==> src/rtl/can_stamp_pkg.sv <==
// Package: shared defaults and the frame-event bundle for the timestamp timer.
// Assumes: every strobe in the bundle lasts one system clock.
package can_stamp_pkg;
    localparam int unsigned DEF_CNT_W    = 16;
    localparam int unsigned DEF_BIT_CLKS = 8;

    typedef struct packed {
        logic id_start;
        logic ok;
        logic abort;
    } frame_ev_t;
endpackage

==> src/rtl/can_step_gen.sv <==
// Step generator: while a frame is on the bus it passes the bit strobe through.
// While the bus is idle it makes one step every BIT_CLKS clocks from its own divider.
// Assumes: bit_tick_i comes from the bit-timing logic and lasts one clock.
module can_step_gen #(
    parameter int unsigned BIT_CLKS = 8
) (
    input  logic clk,
    input  logic rst_n,
    input  logic bit_tick_i,
    input  logic bus_active_i,
    output logic step_o
);
    localparam int unsigned DIV_W = (BIT_CLKS > 1) ? $clog2(BIT_CLKS) : 1;

    generate
        if (BIT_CLKS > 1) begin : g_div
            localparam logic [DIV_W-1:0] DIV_LAST = DIV_W'(BIT_CLKS - 1);
            logic [DIV_W-1:0] div_q;

            // Idle divider: restarts whenever the bus is busy, wraps after DIV_LAST.
            always_ff @(posedge clk) begin
                if (!rst_n || bus_active_i) div_q <= '0;
                else if (div_q == DIV_LAST) div_q <= '0;
                else                        div_q <= div_q + 1'b1;
            end

            // Step select: bit strobe while busy, divider terminal count while idle.
            always_comb begin
                step_o = bus_active_i ? bit_tick_i : (div_q == DIV_LAST);
            end

            // two idle steps never come back to back when the divider is longer than one.
            a_r3_idle_spacing: assert property (@(posedge clk) disable iff (!rst_n)
                (!bus_active_i && step_o) |=> (bus_active_i || !step_o));
        end else begin : g_nodiv
            // Step select with no divider: every idle clock is a step.
            always_comb begin
                step_o = bus_active_i ? bit_tick_i : 1'b1;
            end
        end
    endgenerate
endmodule

==> src/rtl/can_free_cnt.sv <==
// Free-running counter: counts steps and wraps at all ones. A processor write wins over a step.
// Assumes: step_i and wr_en_i are synchronous to clk.
module can_free_cnt #(
    parameter int unsigned CNT_W = 16
) (
    input  logic             clk,
    input  logic             rst_n,
    input  logic             step_i,
    input  logic             wr_en_i,
    input  logic [CNT_W-1:0] wr_data_i,
    output logic [CNT_W-1:0] cnt_o
);
    localparam logic [CNT_W-1:0] CNT_MAX = '1;

    logic [CNT_W-1:0] cnt_q;

    // Count register: reset, then write, then step.
    always_ff @(posedge clk) begin
        if (!rst_n)       cnt_q <= '0;
        else if (wr_en_i) cnt_q <= wr_data_i;
        else if (step_i)  cnt_q <= cnt_q + 1'b1;
    end

    assign cnt_o = cnt_q;

    // a step from all ones lands on zero.
    a_r4_wrap_zero: assert property (@(posedge clk) disable iff (!rst_n)
        (!wr_en_i && step_i && cnt_q == CNT_MAX) |=> (cnt_q == '0));
    // a write shows its data next cycle, whatever the step input did.
    a_r5_write_wins: assert property (@(posedge clk) disable iff (!rst_n)
        wr_en_i |=> (cnt_q == $past(wr_data_i)));
    // with no write and no step the count holds.
    a_r2_hold: assert property (@(posedge clk) disable iff (!rst_n)
        (!wr_en_i && !step_i) |=> $stable(cnt_q));
endmodule

==> src/rtl/can_stamp_hold.sv <==
// Timestamp holder: captures the count at identifier start and commits it on frame success.
// Abort drops the capture. A new identifier start replaces an uncommitted one.
// Assumes: the frame strobes last one clock each.
module can_stamp_hold #(
    parameter int unsigned CNT_W = 16
) (
    input  logic                    clk,
    input  logic                    rst_n,
    input  can_stamp_pkg::frame_ev_t ev_i,
    input  logic [CNT_W-1:0]        cnt_i,
    output logic [CNT_W-1:0]        stamp_o,
    output logic                    stamp_vld_o
);
    logic [CNT_W-1:0] cap_q;
    logic             pend_q;
    logic             commit;

    // Commit condition: success with a capture waiting.
    always_comb begin
        commit = ev_i.ok && pend_q;
    end

    // Capture register and pending mark: a new start wins over ok and abort.
    always_ff @(posedge clk) begin
        if (!rst_n) begin
            cap_q  <= '0;
            pend_q <= 1'b0;
        end else if (ev_i.id_start) begin
            cap_q  <= cnt_i;
            pend_q <= 1'b1;
        end else if (ev_i.ok || ev_i.abort) begin
            pend_q <= 1'b0;
        end
    end

    // Output stage: deliver the capture and pulse the valid strobe on commit.
    always_ff @(posedge clk) begin
        if (!rst_n) begin
            stamp_o     <= '0;
            stamp_vld_o <= 1'b0;
        end else begin
            stamp_vld_o <= commit;
            if (commit) stamp_o <= cap_q;
        end
    end

    // an identifier start always leaves a pending capture.
    a_r6_capture_pending: assert property (@(posedge clk) disable iff (!rst_n)
        ev_i.id_start |=> pend_q);
    // a strobe only follows a success that met a pending capture.
    a_r7_strobe_source: assert property (@(posedge clk) disable iff (!rst_n)
        stamp_vld_o |-> $past(ev_i.ok && pend_q));
    // after an abort with no new start, a success yields no strobe.
    a_r8_abort_drop: assert property (@(posedge clk) disable iff (!rst_n)
        ($past(ev_i.abort && !ev_i.id_start) && !ev_i.id_start && ev_i.ok) |=> !stamp_vld_o);
    // the stamp changes only together with the strobe.
    a_r7_stamp_steady: assert property (@(posedge clk) disable iff (!rst_n)
        !stamp_vld_o |-> $stable(stamp_o));
endmodule

==> src/rtl/can_stamp_timer.sv <==
// Top: bit-clocked timestamp timer. Joins the step generator, the free counter and the
// timestamp holder. Assumes all inputs are synchronous to clk; reset is active low and synchronous.
module can_stamp_timer #(
    parameter int unsigned CNT_W    = can_stamp_pkg::DEF_CNT_W,
    parameter int unsigned BIT_CLKS = can_stamp_pkg::DEF_BIT_CLKS
) (
    input  logic             clk,
    input  logic             rst_n,
    input  logic             bit_tick_i,
    input  logic             bus_active_i,
    input  logic             id_start_i,
    input  logic             frame_ok_i,
    input  logic             frame_abort_i,
    input  logic             wr_en_i,
    input  logic [CNT_W-1:0] wr_data_i,
    output logic [CNT_W-1:0] count_o,
    output logic [CNT_W-1:0] stamp_o,
    output logic             stamp_vld_o
);
    logic                     step;
    can_stamp_pkg::frame_ev_t ev;

    // Event bundle: gather the frame strobes for the holder.
    always_comb begin
        ev.id_start = id_start_i;
        ev.ok       = frame_ok_i;
        ev.abort    = frame_abort_i;
    end

    can_step_gen #(.BIT_CLKS(BIT_CLKS)) u_step (
        .clk          (clk),
        .rst_n        (rst_n),
        .bit_tick_i   (bit_tick_i),
        .bus_active_i (bus_active_i),
        .step_o       (step)
    );

    can_free_cnt #(.CNT_W(CNT_W)) u_cnt (
        .clk       (clk),
        .rst_n     (rst_n),
        .step_i    (step),
        .wr_en_i   (wr_en_i),
        .wr_data_i (wr_data_i),
        .cnt_o     (count_o)
    );

    can_stamp_hold #(.CNT_W(CNT_W)) u_hold (
        .clk         (clk),
        .rst_n       (rst_n),
        .ev_i        (ev),
        .cnt_i       (count_o),
        .stamp_o     (stamp_o),
        .stamp_vld_o (stamp_vld_o)
    );

    // while busy with no write, the count holds after a cycle without a bit strobe.
    a_r2_busy_no_tick: assert property (@(posedge clk) disable iff (!rst_n)
        (bus_active_i && !bit_tick_i && !wr_en_i) |=> $stable(count_o));
endmodule

==> config.mk <==
export PLATFORM = sky130hd
export DESIGN_NAME = can_stamp_timer
export DESIGN_NICKNAME = d
export VERILOG_FILES = /design/src/rtl/can_stamp_pkg.sv /design/src/rtl/can_step_gen.sv /design/src/rtl/can_free_cnt.sv /design/src/rtl/can_stamp_hold.sv /design/src/rtl/can_stamp_timer.sv
export SDC_FILE = /design/constraint.sdc
export NUM_CORES = 1
export LEC_CHECK = 0
export BUFFER_PORTS_ARGS = -buffer_cell sky130_fd_sc_hd__buf_4
export CORE_MARGIN = 4
export CORE_UTILIZATION = 47
export DETAILED_ROUTE_END_ITERATION = 12
export HOLD_SLACK_MARGIN = 0.03
export PLACE_DENSITY = 0.75
export SLEW_MARGIN = 20
export SYNTH_ARGS = -nofsm -noshare
export SYNTH_HDL_FRONTEND = slang
export SYNTH_SLANG_ARGS = --single-unit
==> constraint.sdc <==
create_clock -name clk -period 1.8 [get_ports clk]
set_input_delay 0.36 -clock clk [delete_from_list [all_inputs] [get_ports clk]]
set_output_delay 0.36 -clock clk [all_outputs]
set_load 0.01 [all_outputs]
# After elaboration in Yosys (flattened, before gate mapping)
# Index checks and enable logic that the tools add are counted.
# classes
add_sub_neg	2
n_mul	0
n_div	0
n_lt_le_gt_ge	0
eq_ne	1
n_shift	0
muxes	5
bitwise	0
n_reduce_logical	7
# ops
op	n
two-way mux 16 bit	2
adder 16 x 1 -> 16 bit (second input constant)	1
nonzero test 2 bit	2
adder 3 x 1 -> 3 bit (second input constant)	1
equality test 3 bit (second input constant)	1
two-way mux 1 bit	3
logical OR 1 bit	2
OR reduction 2 bit	1
logical AND 1 bit	1
zero test 1 bit	1
# totals
reg_bits	53
latch_bits	0
ramBits	0
mem_bits_ro	0
input_bits	24
output_inout_bits	33
elab_cells	21
memories	0

# Longest topological paths before layout
# Gate-level depths: netlist (run 1).
# depth
ltp_word	4
mapped_depth	7
mapped_depth_nobuf	6

# Hierarchy
# Synthesis (run 1) repeated with hierarchy kept, for this count alone.
# unflattened
hier_cells	238
area_unflattened_um2	2411.1
# modules_own_cells
mod	n_inst	cells_each	area_each_um2	seq_area_each_um2
can_stamp_hold	1	130	1351.3	680.7
can_free_cnt	1	99	919.6	320.3
can_step_gen	1	9	140.1	60.1

# Least setup slack after synthesis (run 1)
# OpenSTA, ideal clock, no wires.
# synth_timing
path_type	flip-flop to flip-flop
startpoint	reg u_step.g_div.div_q[0]
endpoint	reg u_cnt.cnt_q[13] (netlist: u_cnt.cnt_o[13])
setup_time_ps	74
t_arrival_ps	1816
required_time_ps	1726
slack_ps	-90
stages_incl_launch_ff	8
n_path_buf	1
period_less_slack_ps	1890
cell_sequence	dfxtp_1 -> ha_1 -> ha_1 -> mux2i_1 -> or3_1 -> buf_2 -> or4_1 -> a31oi_1
# synth_via
elab_chain_cells	3
# synth_lines
item	line	rtl
from (decl)	can_step_gen.sv:18	logic [DIV_W-1:0] div_q;
from (signal assigned)	can_step_gen.sv:24	else div_q <= div_q + 1'b1;
equality test 3 bit	can_step_gen.sv:29	step_o = bus_active_i ? bit_tick_i : (div_q == DIV_LAST);
two-way mux 1 bit	can_step_gen.sv:29	
nonzero test 2 bit (no source line)	--	
to (signal assigned)	can_free_cnt.sv:20	else if (wr_en_i) cnt_q <= wr_data_i;
to (signal assigned)	can_free_cnt.sv:21	else if (step_i) cnt_q <= cnt_q + 1'b1;
to (decl)	can_free_cnt.sv:15	logic [CNT_W-1:0] cnt_q;
# Every way passes these cells.
# A chain may end at the register's enable or synchronous reset.

# Worst setup path in the final report (run 1)
# layout_timing
startpoint	reg u_step.g_div.div_q[1]
endpoint	reg u_cnt.cnt_q[15] (netlist: u_cnt.cnt_o[15])
# Same word-level chain as after synthesis.

==> reports/metrics.yaml, run 1 <==
path_buf_inv: 0
numCtsBuffers: 5
die_h_um: 76.5
drt_wl_total_um: 4870
synthArstFlopShare_pct: 0
period_share_pct: 99.2
io_pins: 57
ys_seq_elements: 53
cts_max_level: 2
vdd_ir_drop_max_mv: 0.502
yosysWarnings: 0
insertion_delay_ps: 300
postRouteAntennaNets: 0
p_leak_uw: 0.00118
grt_pass1_vias: 1761
grt_use_met3_pct: 3.90
port_buffers: 56
r2r_end: "u_cnt.cnt_o[15]$_SDFFE_PN0P_"
initial_core_util_pct: 49.7
use_met2_pct: 28.0
fmax_mhz: 560
critPathRequiredTime_ps: 2030
drt_iter0_drc: 78
start_kind: "flop"
max_cap_viol_count: 0
cts_sinks: 53
reg2reg_depth: 6
place_hpwl_um: 3620
power_density_mw_per_mm2: 794
synthCells: 242
slowest_delay_ps: 510
num_vias: 1836
first_pass_iters: 4
endpoint_kind: "flop"
setup_viol: 0
crit_chain: "ha_4, ha_4, mux2i_2, or3_4, or4_1, a31oi_1"
die_area_sq_mm: 0.00586
netlist-cell-type-count: 29
worstMarginPinSlew_ps: 570
clock_skew_ps: 7.12
slew_headroom_pct: 62.0
top_usage_layer: "met2"
swShare_pct: 23.2
p_sw_uw: 537
finalMaxSlewViolations: 0
crit_family: "simple AND/OR/NAND/NOR gates"
worstReg2RegStart: "u_step.g_div.div_q[1]$_SDFF_PP0_"
n_antenna_cell: 0
min_to: "u_cnt.cnt_o[1]$_SDFFE_PN0P_"
grt_pass1_wl_um: 8380
final_cell_mix: "74 x buf_4, 51 x dfxtp_1, 39 x nand2_1"
met1_usage_pct: 22.7
pwr-share-seq_pct: 54.4
cts_tree: "done"
die_w_um: 76.5
finalHoldViolCount: 0
worstPathMaxFanout: 5
hold_path_depth: 2
yosysSeqAreaShare_pct: 48.1
clkTransAtPathRegs_ps: 90
drc_errors: 0
cpMaxStageDelayCell: "or4_1"
status: "complete, no violations"
synth_edf_count: 0
cp_common_cell: "ha_4"
hold_path_startpoint: "wr_data_i[1]"
syn_to_final_growth_pct: 32.2
p_int_uw: 1780
rrSetupSlack_ps: 10
place_congestion: 0.826
p_total_uw: 2320
fin_nets: 334
clk_path_buf_depth: 2
rsz0062_at_grt: "true"
rows: 24
antenna_found_initial: 0
routedWlPerCell_um: 13.6
synth_top_flop_cell: "dfxtp_1"
cp.arrival_ps: 2010
cts_hold_buffers: 0
combinationalPowerShare_pct: 12.5
viasPerCell: 5.11
grt_usage_pct: 17.0
layout.cells.most_common: "buf_4"
synth.net_count: 269
setup_slack_ps: 13.9
cts_root_buffer: "clkbuf_8"
final_layout_size_suffix_gt1_share_pct: 29.0
place_ws_ps: -21.4
power_frac_clock_pct: 33.1
grt_max_degree: 37
avgSynthCellArea_sq_um: 9.12
num-fill-cells: 400
grt-ovfl-total: 0
min_path_type: "in -> reg"
core_sq_mm: 0.00444
crit_type: "reg -> reg"
syn_area_sq_mm: 0.00221
layout_min_cycle_time_ps: 1790
worst max-delay path by stage:
stage	to	cells after the start	slack, ps	start
final	u_cnt.cnt_o[15]$_SDFFE_PN0P_	6	10	u_step.g_div.div_q[1]$_SDFF_PP0_
after global routing	u_cnt.cnt_o[15]$_SDFFE_PN0P_	6	-80	u_step.g_div.div_q[0]$_SDFF_PP0_
after CTS	u_cnt.cnt_o[15]$_SDFFE_PN0P_	6	10	u_step.g_div.div_q[1]$_SDFF_PP0_
after detailed placement	u_cnt.cnt_o[11]$_SDFFE_PN0P_	7	-20	u_step.g_div.div_q[0]$_SDFF_PP0_
after global placement	u_cnt.cnt_o[15]$_SDFFE_PN0P_	6	30	u_step.g_div.div_q[0]$_SDFF_PP0_
after floorplan	u_cnt.cnt_o[13]$_SDFFE_PN0P_	7	7	u_step.g_div.div_q[1]$_SDFF_PP0_
routing by layer:
metal | wire length (um) | share of wire [%]
met5 | 0 | 0
met4 | 31 | 0.64
met3 | 242 | 5.0
met2 | 2270 | 47
met1 | 2330 | 48
registers in the layout, summed over array words and instances (netlist names):
register	count
u_cnt.cnt_o	16
u_hold.cap_q	16
u_hold.stamp_o	16
u_step.g_div.div_q	3
u_hold.pend_q	1
u_hold.stamp_vld_o	1
Yosys cell counts, types with 4 or more instances:
cell type / count / area [sq um]
a21oi_1: 9 / 45.0
mux2i_1: 18 / 180
clkbuf_1: 14 / 52.6
nand2_1: 39 / 146
nor2b_1: 20 / 125
dfxtp_1: 53 / 1060
a31oi_1: 5 / 31.3
a21boi_0: 16 / 120
o21ai_0: 17 / 85.1
nand3_1: 5 / 25.0
and2_1: 4 / 25.0
xnor2_1: 7 / 61.3
power groups by stage:
stage	Combinational [uW]	Sequential, uW	Clock (uW)
final	291	1260	767
after global routing	323	1270	836
after CTS	296	1260	781
after detailed placement	291	1290	0
after global placement	285	1290	0
after floorplan	127	1300	0
cell type report:
type / count / area (sq um) / share of cell area [%]
clock buffers: 5 / 68.8 / 2.36
clock inverters: 2 / 35.0 / 1.20
inverters: 1 / 3.75 / 0.129
multi-input cells: 172 / 1130 / 38.6
flip-flops and latches: 53 / 1060 / 36.4
well taps: 52 / 65.1 / 2.23
repair buffers: 74 / 556 / 19.0
cells by family after synthesis:
kind of cell,Yosys count,share of synthesized area (%)
fa+ha+maj,3,1.70
simple gates,90,20.9
mux,18,8.16
compound gates,52,14.6
buf+inv,17,3.00
flops,53,48.1
xor+xnor,9,3.57
through the flow:
stage	TNS, ps	hold slack [ps]	std cells	cell area (sq um)	util (%)
after CTS	0	278	358	2900	65.2
final	0	284	359	2920	65.7
after floorplan	0	407	242	2240	-
after global placement	0	414	350	2780	62.5
after detailed placement	-49.1	419	350	2780	62.5
after global routing	-191	276	359	2920	65.7
what timing repair did:
item,CTS,global route
pin swaps,0,5
endpoints found under the setup margin,4,8
resized for setup,2,2
setup buffers,1,1
Note: power is estimated with default switching activity, not from simulation.
==> run 2, diff against run 1 <==
CELL_PAD_IN_SITES_DETAIL_PLACEMENT = 1   (was not set)
CELL_PAD_IN_SITES_GLOBAL_PLACEMENT = 1   (was not set)
CORE_UTILIZATION = 35   (was 47)
PLACE_DENSITY = not set   (was 0.75)
PLACE_DENSITY_LB_ADDON = 0.1   (was not set)
TNS_END_PERCENT = 20   (was not set)
==> reports/metrics.yaml, run 2 (same netlist as run 1, synthesis figures left out) <==
status: "complete, no violations"
routedWlPerCell_um: 14.1  # +3.9%
clock_skew_ps: 3.54  # -3.58 ps
crit_type: "reg -> reg"
die_w_um: 87.4  # +14%
finalHoldViolCount: 0  # unchanged
clk_path_buf_depth: 2  # unchanged
die_h_um: 87.4  # +14%
antenna_found_initial: 0  # unchanged
cp.arrival_ps: 1970  # -40 ps
insertion_delay_ps: 300  # about the same
n_antenna_cell: 0  # unchanged
rsz0062_at_grt: "true"
power_density_mw_per_mm2: 775  # -2.4%
max_cap_viol_count: 0  # unchanged
final_layout_size_suffix_gt1_share_pct: 29.1  # +0.14 points
core_sq_mm: 0.00603  # +36%
layout.cells.most_common: "buf_4"
vdd_ir_drop_max_mv: 0.272  # -46%
reg2reg_depth: 6  # unchanged
initial_core_util_pct: 36.6  # -13 points
crit_chain: "ha_4, ha_4, mux2i_2, or3_4, or4_1, a31oi_1"
setup_viol: 0  # unchanged
min_to: "u_cnt.cnt_o[1]$_SDFFE_PN0P_"
placed_cell_area_sq_mm: 0.00281  # +1.0%
grt_max_degree: 41  # +11%
cts_tree: "done"
worstPathMaxFanout: 5  # unchanged
stdcell_area_sq_mm: 0.00295  # +1.1%
place_hpwl_um: 3940  # +9.0%
cts_sinks: 53  # unchanged
syn_to_final_growth_pct: 33.6
numCtsBuffers: 5  # unchanged
drt_wl_total_um: 5410  # +11%
cp_common_cell: "ha_4"
first_pass_iters: 4  # unchanged
finalMaxSlewViolations: 0  # unchanged
hold_path_depth: 2  # unchanged
endpoint_kind: "flop"
critPathRequiredTime_ps: 2040  # about the same
worstMarginPinSlew_ps: 574  # +4.07 ps
rrSetupSlack_ps: 70  # +50 ps
period_share_pct: 96.4  # -2.9 points
grt-ovfl-total: 0  # unchanged
slowest_delay_ps: 480  # -30 ps
drc_errors: 0  # unchanged
place_congestion: 0.740  # -10%
start_kind: "flop"
min_path_type: "in -> reg"
drt_iter0_drc: 109  # +40%
cts_hold_buffers: 0  # unchanged
worstReg2RegStart: "u_step.g_div.div_q[0]$_SDFF_PP0_"
grt_pass1_vias: 1922  # +9.1%
r2r_end: "u_cnt.cnt_o[15]$_SDFFE_PN0P_"
cpMaxStageDelayCell: "or4_1"
grt_pass1_wl_um: 9160  # +9.4%
postRouteAntennaNets: 0  # unchanged
num_vias: 1898  # +3.4%
die_area_sq_mm: 0.00764  # +30%
fmax_mhz: 576  # +3.0%
io_pins: 57  # unchanged
cts_root_buffer: "clkbuf_8"
viasPerCell: 4.94  # -3.4%
final_cell_mix: "74 x buf_4, 51 x dfxtp_1, 39 x nand2_1"
p_leak_uw: 0.00118  # +0.54%
hold_path_startpoint: "wr_data_i[1]"
slew_headroom_pct: 61.6  # -0.36 points
tns_ps: 0  # unchanged
p_total_uw: 2290  # -1.3%
grt_usage_pct: 15.1  # -1.9 points
port_buffers: 56  # unchanged
fin_nets: 335  # +0.30%
layout_min_cycle_time_ps: 1730  # -51.5 ps
final_util_pct: 48.9  # -17 points
clkTransAtPathRegs_ps: 90  # about the same
cts_max_level: 2  # unchanged
rows: 28  # +17%
==> run 2: how the worst max path moves through the flow <==
stage / start / end / slack [ps] / cells past startpoint
floorplan: u_step.g_div.div_q[1]$_SDFF_PP0_ / u_cnt.cnt_o[13]$_SDFFE_PN0P_ / 7 / 7
global placement: u_step.g_div.div_q[0]$_SDFF_PP0_ / u_cnt.cnt_o[15]$_SDFFE_PN0P_ / -60 / 6
detailed placement: u_step.g_div.div_q[0]$_SDFF_PP0_ / u_cnt.cnt_o[15]$_SDFFE_PN0P_ / -110 / 6
CTS: u_step.g_div.div_q[0]$_SDFF_PP0_ / u_cnt.cnt_o[14]$_SDFFE_PN0P_ / 0.9 / 7
global route: u_step.g_div.div_q[0]$_SDFF_PP0_ / u_cnt.cnt_o[15]$_SDFFE_PN0P_ / -30 / 6
finish: u_step.g_div.div_q[0]$_SDFF_PP0_ / u_cnt.cnt_o[15]$_SDFFE_PN0P_ / 70 / 6
==> run 2: power breakdown <==
part / internal [uW] / switching [uW]
Sequential: 1220 / 39.8
Combinational: 158 / 141
Clock: 348 / 378
==> run 2: through the flow <==
step                setup WS, ps  cells  hold WS [ps]
floorplan                   6.58    242           407
global placement           -57.1    373           414
detailed placement          -106    373           421
CTS                        0.899    384           271
global route               -29.8    384           283
finish                      65.4    384           278
==> run 2: repair_timing <==
item	CTS	global route
endpoints found under the setup margin	3	7
cloned	0	0
pin swaps	7	3
resized for setup	2	2
setup buffers	3	0
==> run 2: cell type report <==
type	instances	area, sq um
Timing Repair Buffer	75	567
Clock buffer	7	96.3
Clock inverter	1	5.00
Multi-Input combinational cell	172	1120
Inverter	1	3.75
Tap cell	75	93.8
Fill cell	699	3080
Sequential cell	53	1060
==> run 2: critical path, delay by kind of cell (launching register included) <==
family	cells	cell delay (ps)
AOI/OAI and AO/OA	1	130
adders and majority gates	2	250
DFF	1	350
muxes	1	70
and+or+nand+nor	2	850
==> run 2: layer usage <==
layer | GRT usage, % | vias to the layer above | wire, um
met5 | 0 | - | 0
met4 | 3.77 | 0 | 56
met3 | 3.88 | 7 | 247
met2 | 24.0 | 38 | 2440
met1 | 20.4 | 885 | 2670
li1 | - | 968 | -
